### src/rtl/tlmv_pkg.sv
package tlmv_pkg;

  // Strobes from control to datapath
  typedef struct packed {
    logic build;      // write a freshly computed table
    logic buildBank;  // which table bank to write
    logic accEn;      // lookup stage active this cycle
    logic accFirst;   // first group: load instead of add
    logic accBank;    // table bank read by the lookup stage
  } tlmvStrobe_t;

endpackage

### src/rtl/tlmv_tablegen.sv
module tlmv_tablegen #(
  parameter int GRP  = 3,
  parameter int TSIZE = 27,
  parameter int TABW = 10
) (
  input  logic [GRP*8-1:0]            actData,
  output logic signed [TABW-1:0]      entry [TSIZE]
);

  logic signed [TABW-1:0] actExt [GRP];

  for (genvar i = 0; i < GRP; i++) begin : g_ext
    assign actExt[i] = {{(TABW-8){actData[i*8+7]}}, actData[i*8 +: 8]};
  end

  // Entry e: digit i of e chooses -a[i], nothing, or +a[i]
  for (genvar e = 0; e < TSIZE; e++) begin : g_ent
    always_comb begin
      int dig;
      int rest;
      logic signed [TABW-1:0] sum;
      sum  = '0;
      rest = e;
      for (int i = 0; i < GRP; i++) begin
        dig  = rest % 3;
        rest = rest / 3;
        if (dig == 2)      sum = sum + actExt[i];
        else if (dig == 0) sum = sum - actExt[i];
      end
      entry[e] = sum;
    end
  end

endmodule

### src/rtl/tlmv_wram.sv
module tlmv_wram #(
  parameter int DEPTH = 16,
  parameter int ADDRW = 4,
  parameter int DW    = 10
) (
  input  logic             clk,
  input  logic             wrEn,
  input  logic [ADDRW-1:0] wrAddr,
  input  logic [DW-1:0]    wrData,
  input  logic [ADDRW-1:0] rdAddr,
  output logic [DW-1:0]    rdData
);

  logic [DW-1:0] mem [DEPTH];

  always_ff @(posedge clk) begin
    if (wrEn) mem[wrAddr] <= wrData;
    rdData <= mem[rdAddr];
  end

endmodule

### src/rtl/tlmv_ctrl.sv
module tlmv_ctrl
  import tlmv_pkg::*;
#(
  parameter int NGRP  = 4,
  parameter int NBLK  = 4,
  parameter int NROWS = 8,
  parameter int ADDRW = 4,
  parameter int ROWW  = 3,
  parameter int BW    = 2
) (
  input  logic             clk,
  input  logic             rst_n,
  input  logic             actValid,
  output logic             actReady,
  input  logic             outReady,
  output logic             outValid,
  output logic             outLast,
  output logic [ROWW-1:0]  outIdx,
  output logic [ADDRW-1:0] rdAddr,
  output logic [BW-1:0]    accBlk,
  output tlmvStrobe_t      strobe
);

  localparam int GW = (NGRP > 1) ? $clog2(NGRP) : 1;

  typedef enum logic [1:0] {PH_RUN, PH_FLUSH, PH_OUT} phase_t;

  phase_t          phase;
  logic [1:0]      bankFull, bankFullNext;
  logic            wrBank, rdBank;
  logic [GW-1:0]   issGrp;
  logic [BW-1:0]   issBlk;
  logic            s1Valid, s1Bank, s1First, s1LastBlk;
  logic [BW-1:0]   s1Blk;
  logic            build, issue, issLastBlk, issLastGrp;

  assign actReady   = !bankFull[wrBank];
  assign build      = actValid && actReady;
  assign issue      = (phase == PH_RUN) && bankFull[rdBank];
  assign issLastBlk = (issBlk == BW'(NBLK-1));
  assign issLastGrp = (issGrp == GW'(NGRP-1));
  assign rdAddr     = ADDRW'(int'(issGrp) * NBLK + int'(issBlk));

  always_comb begin
    bankFullNext = bankFull;
    if (build) bankFullNext[wrBank] = 1'b1;
    if (s1Valid && s1LastBlk) bankFullNext[s1Bank] = 1'b0;
  end

  always_ff @(posedge clk or negedge rst_n) begin
    if (!rst_n) begin
      bankFull <= '0;
      wrBank   <= 1'b0;
      rdBank   <= 1'b0;
      issGrp   <= '0;
      issBlk   <= '0;
      phase    <= PH_RUN;
      outIdx   <= '0;
    end else begin
      bankFull <= bankFullNext;
      if (build) wrBank <= !wrBank;
      if (issue) begin
        if (issLastBlk) begin
          issBlk <= '0;
          rdBank <= !rdBank;
          if (issLastGrp) begin
            issGrp <= '0;
            phase  <= PH_FLUSH;
          end else begin
            issGrp <= issGrp + 1'b1;
          end
        end else begin
          issBlk <= issBlk + 1'b1;
        end
      end
      if (phase == PH_FLUSH) phase <= PH_OUT;
      if (phase == PH_OUT && outReady) begin
        if (outLast) begin
          outIdx <= '0;
          phase  <= PH_RUN;
        end else begin
          outIdx <= outIdx + 1'b1;
        end
      end
    end
  end

  // Lookup stage registers (aligned with the RAM read latency)
  always_ff @(posedge clk or negedge rst_n) begin
    if (!rst_n) begin
      s1Valid   <= 1'b0;
      s1Bank    <= 1'b0;
      s1First   <= 1'b0;
      s1LastBlk <= 1'b0;
      s1Blk     <= '0;
    end else begin
      s1Valid   <= issue;
      s1Bank    <= rdBank;
      s1First   <= (issGrp == '0);
      s1LastBlk <= issLastBlk;
      s1Blk     <= issBlk;
    end
  end

  assign outValid = (phase == PH_OUT);
  assign outLast  = (phase == PH_OUT) && (outIdx == ROWW'(NROWS-1));
  assign accBlk   = s1Blk;

  always_comb begin
    strobe.build     = build;
    strobe.buildBank = wrBank;
    strobe.accEn     = s1Valid;
    strobe.accFirst  = s1First;
    strobe.accBank   = s1Bank;
  end


  table_claim_chk: assert property (@(posedge clk) disable iff (!rst_n)
    actValid && actReady |=> bankFull[$past(wrBank)]);


  out_hold_chk: assert property (@(posedge clk) disable iff (!rst_n)
    outValid && !outReady |=> outValid && $stable(outIdx));


  last_valid_chk: assert property (@(posedge clk) disable iff (!rst_n)
    outLast |-> outValid);


  acc_quiet_chk: assert property (@(posedge clk) disable iff (!rst_n)
    outValid |-> !s1Valid);

endmodule

### src/rtl/tlmv_datapath.sv
module tlmv_datapath
  import tlmv_pkg::*;
#(
  parameter int GRP   = 3,
  parameter int NROWS = 8,
  parameter int LANES = 2,
  parameter int TSIZE = 27,
  parameter int IDXW  = 5,
  parameter int TABW  = 10,
  parameter int ACCW  = 13,
  parameter int DEPTH = 16,
  parameter int ADDRW = 4,
  parameter int ROWW  = 3,
  parameter int BW    = 2
) (
  input  logic                  clk,
  input  logic                  rst_n,
  input  tlmvStrobe_t           strobe,
  input  logic [GRP*8-1:0]      actData,
  input  logic                  wgtWrEn,
  input  logic [ADDRW-1:0]      wgtWrAddr,
  input  logic [LANES*IDXW-1:0] wgtWrData,
  input  logic [ADDRW-1:0]      rdAddr,
  input  logic [BW-1:0]         accBlk,
  input  logic [ROWW-1:0]       outIdx,
  output logic [ACCW-1:0]       outData
);

  localparam int ZIDX = (TSIZE - 1) / 2;  // code whose digits are all "zero weight"

  logic signed [TABW-1:0] newEntry [TSIZE];
  logic signed [TABW-1:0] tbl [2][TSIZE];
  logic [LANES*IDXW-1:0]  ramQ;
  logic signed [ACCW-1:0] acc [NROWS];
  logic signed [ACCW-1:0] laneVal [LANES];
  logic [ROWW-1:0]        laneRow [LANES];
  logic signed [ACCW:0]   laneSum [LANES];

  tlmv_tablegen #(.GRP(GRP), .TSIZE(TSIZE), .TABW(TABW)) u_tablegen (
    .actData (actData),
    .entry   (newEntry)
  );

  tlmv_wram #(.DEPTH(DEPTH), .ADDRW(ADDRW), .DW(LANES*IDXW)) u_wram (
    .clk    (clk),
    .wrEn   (wgtWrEn),
    .wrAddr (wgtWrAddr),
    .wrData (wgtWrData),
    .rdAddr (rdAddr),
    .rdData (ramQ)
  );

  always_ff @(posedge clk) begin
    if (strobe.build) begin
      for (int e = 0; e < TSIZE; e++) tbl[strobe.buildBank][e] <= newEntry[e];
    end
  end

  for (genvar l = 0; l < LANES; l++) begin : g_lane
    logic [IDXW-1:0]        idx;
    logic signed [TABW-1:0] hit;
    assign idx = ramQ[l*IDXW +: IDXW];
    assign hit = (idx < IDXW'(TSIZE)) ? tbl[strobe.accBank][idx] : '0;
    assign laneVal[l] = {{(ACCW-TABW){hit[TABW-1]}}, hit};
    assign laneRow[l] = ROWW'(int'(accBlk) * LANES + l);
    assign laneSum[l] = {acc[laneRow[l]][ACCW-1], acc[laneRow[l]]}
                      + {laneVal[l][ACCW-1], laneVal[l]};


    no_overflow_chk: assert property (@(posedge clk) disable iff (!rst_n)
      strobe.accEn && !strobe.accFirst |-> laneSum[l][ACCW] == laneSum[l][ACCW-1]);
  end

  always_ff @(posedge clk or negedge rst_n) begin
    if (!rst_n) begin
      for (int r = 0; r < NROWS; r++) acc[r] <= '0;
    end else if (strobe.accEn) begin
      for (int l = 0; l < LANES; l++) begin
        if (strobe.accFirst) acc[laneRow[l]] <= laneVal[l];
        else                 acc[laneRow[l]] <= laneSum[l][ACCW-1:0];
      end
    end
  end

  assign outData = acc[outIdx];


  zero_entry_chk: assert property (@(posedge clk) disable iff (!rst_n)
    strobe.build |=> tbl[$past(strobe.buildBank)][ZIDX] == '0);

endmodule

### src/rtl/tlmv_engine.sv
module tlmv_engine
  import tlmv_pkg::*;
#(
  parameter int GRP   = 3,
  parameter int KLEN  = 12,
  parameter int NROWS = 8,
  parameter int LANES = 2,
  localparam int NGRP  = KLEN / GRP,
  localparam int NBLK  = NROWS / LANES,
  localparam int TSIZE = 3 ** GRP,
  localparam int IDXW  = $clog2(TSIZE),
  localparam int DEPTH = NGRP * NBLK,
  localparam int ADDRW = (DEPTH > 1) ? $clog2(DEPTH) : 1,
  localparam int TABW  = 8 + $clog2(GRP) + 1,
  localparam int ACCW  = 8 + $clog2(KLEN) + 1,
  localparam int ROWW  = (NROWS > 1) ? $clog2(NROWS) : 1,
  localparam int BW    = (NBLK > 1) ? $clog2(NBLK) : 1
) (
  input  logic                  clk,
  input  logic                  rst_n,
  input  logic                  wgtWrEn,
  input  logic [ADDRW-1:0]      wgtWrAddr,
  input  logic [LANES*IDXW-1:0] wgtWrData,
  input  logic                  actValid,
  output logic                  actReady,
  input  logic [GRP*8-1:0]      actData,
  output logic                  outValid,
  input  logic                  outReady,
  output logic [ACCW-1:0]       outData,
  output logic                  outLast
);

  tlmvStrobe_t      strobe;
  logic [ROWW-1:0]  outIdx;
  logic [ADDRW-1:0] rdAddr;
  logic [BW-1:0]    accBlk;

  tlmv_ctrl #(
    .NGRP(NGRP), .NBLK(NBLK), .NROWS(NROWS),
    .ADDRW(ADDRW), .ROWW(ROWW), .BW(BW)
  ) u_ctrl (
    .clk      (clk),
    .rst_n    (rst_n),
    .actValid (actValid),
    .actReady (actReady),
    .outReady (outReady),
    .outValid (outValid),
    .outLast  (outLast),
    .outIdx   (outIdx),
    .rdAddr   (rdAddr),
    .accBlk   (accBlk),
    .strobe   (strobe)
  );

  tlmv_datapath #(
    .GRP(GRP), .NROWS(NROWS), .LANES(LANES), .TSIZE(TSIZE), .IDXW(IDXW),
    .TABW(TABW), .ACCW(ACCW), .DEPTH(DEPTH), .ADDRW(ADDRW), .ROWW(ROWW), .BW(BW)
  ) u_datapath (
    .clk       (clk),
    .rst_n     (rst_n),
    .strobe    (strobe),
    .actData   (actData),
    .wgtWrEn   (wgtWrEn),
    .wgtWrAddr (wgtWrAddr),
    .wgtWrData (wgtWrData),
    .rdAddr    (rdAddr),
    .accBlk    (accBlk),
    .outIdx    (outIdx),
    .outData   (outData)
  );

endmodule

### config.mk
export PLATFORM = sky130hd
export DESIGN_NAME = tlmv_engine
export DESIGN_NICKNAME = d
export VERILOG_FILES = /design/src/rtl/tlmv_pkg.sv /design/src/rtl/tlmv_tablegen.sv /design/src/rtl/tlmv_wram.sv /design/src/rtl/tlmv_ctrl.sv /design/src/rtl/tlmv_datapath.sv /design/src/rtl/tlmv_engine.sv
export SDC_FILE = /design/constraint.sdc
export NUM_CORES = 1
export LEC_CHECK = 0
export BUFFER_PORTS_ARGS = -buffer_cell sky130_fd_sc_hd__buf_2
export CORE_MARGIN = 1.5
export CORE_UTILIZATION = 50
export CTS_BUF_LIST = sky130_fd_sc_hd__clkbuf_16
export DETAILED_ROUTE_END_ITERATION = 10
export PLACE_DENSITY = 0.65
export SYNTH_ARGS = -nofsm -noshare
export SYNTH_HDL_FRONTEND = slang
export SYNTH_SLANG_ARGS = --single-unit
### constraint.sdc
create_clock -name clk -period 22.9 [get_ports clk]
set_clock_uncertainty 0.15 [all_clocks]
set_input_delay 3.435 -clock clk [delete_from_list [all_inputs] [get_ports clk]]
set_output_delay 3.435 -clock clk [all_outputs]
set_load 0.02 [all_outputs]
==> impl_metrics.yaml <==
status:
  outcome: "finished clean"
synth:
  ys_ff_latch: 755
  netlist_top_cells_count: "edfxtp_1, mux4_2, ha_1"
  syn_area_per_cell_um2: 14.1
  synth_top_family_by_area: "multiplexers"
  syn_nets: 3269
  synthAdderAreaFrac_pct: 7.02
  ys_seq_area_share_pct: 51.9
  yosys.cell_types.count: 76
  synth.mux.area_fraction_pct: 20.1
  synthTopCellsByArea: "edfxtp_1, mux4_2, dfrtp_1, ha_1, xnor2_1"
  yosysMostFrequentCell: "edfxtp_1"
  yosys.area.top_type: "edfxtp_1"
  synth_top_cell_area_share_pct: 44.2
  synth_simple_gate_area_share_pct: 5.79
  synth_edf_count: 622
  postSynth.asyncResetShare_pct: 16.3
  synthCells: 3002
  synth-xor-area-share_pct: 3.17
  synth-compound-area-share_pct: 8.76
  synth.cell_area_um2: 42300
  synth_flop_cell: "edfxtp_1"
  yosys_warnings: 0
die:
  core_area_um2: 83700
  num_io_pins: 59
  start_util_pct: 50.5
  dieArea_um2: 86300
  die_w_um: 294
  std_cell_rows: 106
  fp.dieH_um: 294
routing:
  antenna_left: 0
  drc: 0
  via_count: 27200
  viasPerCell: 6.40
  post_drt_wl_per_cell_um: 28.1
  drt_iter0_markers: 3187
  wl_um: 119000
  firstDrtPassIters: 6
layout:
  area_delta_synth_final_pct: 9.91
  multiInputGateArea_um2: 19000
  seq_area_um2: 22000
  fin_cells: 4251
  n_fill_cell: 6677
  nNetsFinal: 3316
  drive_gt1_share_pct: 20.9
clock_network:
  ctsResizeCount: 0
  clock_latency_ns: 0.65
  cts_tree: "done"
  path_clk_slew_ns: 0.06
  cts_hold_repair.buffers: 0
  cts-buffers-inserted: 81
  cts_root_buffer: "clkbuf_16"
  htreeDepth: 3
  cts.path.max_buffers: 3
  cts_setup_buffers: 0
  clock-sinks: 755
sta:
  hold_viol: 0
  tightest_slew_ns: 1.25
  fin_setup_tns_ns: 0
  drv_slew: 0
  relSlewSlack_pct: 16.2
  min_period_ns: 8.09
  fin_crit_sh_pct: 35.3
  max_clock_freq_mhz: 124
  finalSetupViolations: 0
  grt_setup_unrepaired: "no"
  holdWs_ns: 0.232
worst_setup_path:
  crit_type: "reg -> reg"
  crit_path_end_kind: "flop"
  startpoint_type: "flop"
  worstPathRequired_ns: 23.28
  cp_data_arrival_time_ns: 8.48
  crit_path_max_fanout: 47
global_route:
  use_met1_pct: 37.5
  grt_busiest_layer: "met2"
  grt_max_degree: 162
  grt_util_met2_pct: 44.2
  grt-ovfl-total: 0
  antenna_found_initial: 3
  grtUsageTotal_pct: 27.9
  grt_pass1_wl_um: 177000
  first_global_vias: 27300
  grt_util_met3_pct: 5.64
placement:
  portBuffers: 58
  dp_hpwl_um: 82700
  place_congestion: 0.966
  placed_cells: 4100
pwr:
  p_leak_nw: 16.8
  peakVddDrop_uv: 90.6
  power_density_nw_per_um2: 142
worst_hold_path:
  min_path_type: "reg -> reg"
run:
  cap_viol_max_count: 0
cell usage in the layout, fill, tap and decap left out, types with 52 or more instances in the layout:
master / instances
mux2_2: 52
buf_2: 57
edfxtp_1: 622
mux4_2: 329
o21ai_0: 149
xnor2_1: 101
clkbuf_16: 82
dfrtp_1: 119
inv_1: 173
buf_4: 62
nor2_1: 164
a21oi_1: 153
ha_1: 202
xor2_1: 52
nand2_1: 187
path summary, 6_finish.rpt:
check                                 startpoint                  end  slack (ns)  cells past startpoint
worst max-delay path               u_ctrl.s1Bank   u_datapath.acc[77]       14.81                     17
worst min-delay path            u_ctrl.issBlk[1]     u_ctrl.accBlk[1]        0.23                      0
worst max register to register     u_ctrl.s1Bank   u_datapath.acc[77]       14.81                     17
worst min register to register  u_ctrl.issBlk[1]     u_ctrl.accBlk[1]        0.23                      0
max in group asynchronous                  rst_n   u_datapath.acc[17]       18.56                      2
min in group asynchronous                  rst_n  u_datapath.acc[101]        2.66                      1
registers in the layout (all words and copies together), names as in the netlist:
register                  flops
u_datapath.u_wram.mem       160
u_datapath.acc              104
u_ctrl.issBlk                 2
u_ctrl.issGrp                 2
u_ctrl.bankFull               2
u_ctrl.s1First                1
u_ctrl.wrBank                 1
u_ctrl.outIdx                 3
u_ctrl.phase                  2
u_ctrl.s1Valid                1
u_datapath.tbl              462
u_ctrl.s1LastBlk              1
u_ctrl.rdBank                 1
u_ctrl.accBlk                 2
u_datapath.u_wram.rdData     10
u_ctrl.s1Bank                 1
where the power goes:
part,internal (W),total [W],switching (W)
Sequential,0.00180,0.00201,0.000202
Clock,0.000744,0.00132,0.000574
Combinational,0.00135,0.00326,0.00191
Total,0.00390,0.00658,0.00268
kinds of logic after synthesis:
group / after synthesis
XOR/XNOR: 153
buffers and inverters: 319
AO/OA/AOI/OAI: 589
flip-flops: 755
adder cells (fa/ha/maj): 224
multiplexers: 432
AND/OR/NAND/NOR: 530
metal layers:
metal	up-vias	share of wire, %
li1	11700	-
met1	13900	40
met2	1347	47
met3	235	8.8
met4	2	4.5
met5	-	0.011
metrics by stage:
step / power (W) / cell area [um2] / setup slack [ns] / util, %
4_1_cts: 0.00658 / 46500 / 14.74 / 55.5
6_report: 0.00658 / 46500 / 14.81 / 55.5
2_1_floorplan: 0.00435 / 42300 / 1.31 / -
3_3_place_gp: 0.00517 / 43800 / 14.80 / 52.3
3_5_place_dp: 0.00525 / 43800 / 14.59 / 52.3
5_1_grt: 0.00691 / 46500 / 14.26 / 55.5
area by class of cell:
cell class,instances,area share [%]
clock buffer,82,4.41
multi-input combinational,1928,40.8
tap,1134,3.05
sequential,755,47.3
timing repair buffer,120,1.66
clock inverter,67,1.43
inverter,163,1.32
antenna,2,0.0108
worst max-delay path, stage by stage (launching register included):
cell,delay (ns)
dfrtp_4,0.77
buf_4,0.72
buf_4,0.69
buf_4,0.79
mux4_2,0.59
mux4_2,0.52
mux2i_1,0.37
nor2_1,0.08
a311o_1,0.40
ha_1,0.28
a211o_1,0.28
o2111ai_1,0.14
a311oi_1,0.21
a31o_2,0.33
a31oi_1,0.90
nand4b_1,0.22
o2111ai_1,0.13
o31a_1,0.26
No activity file was read; power rests on OpenSTA's default activity.
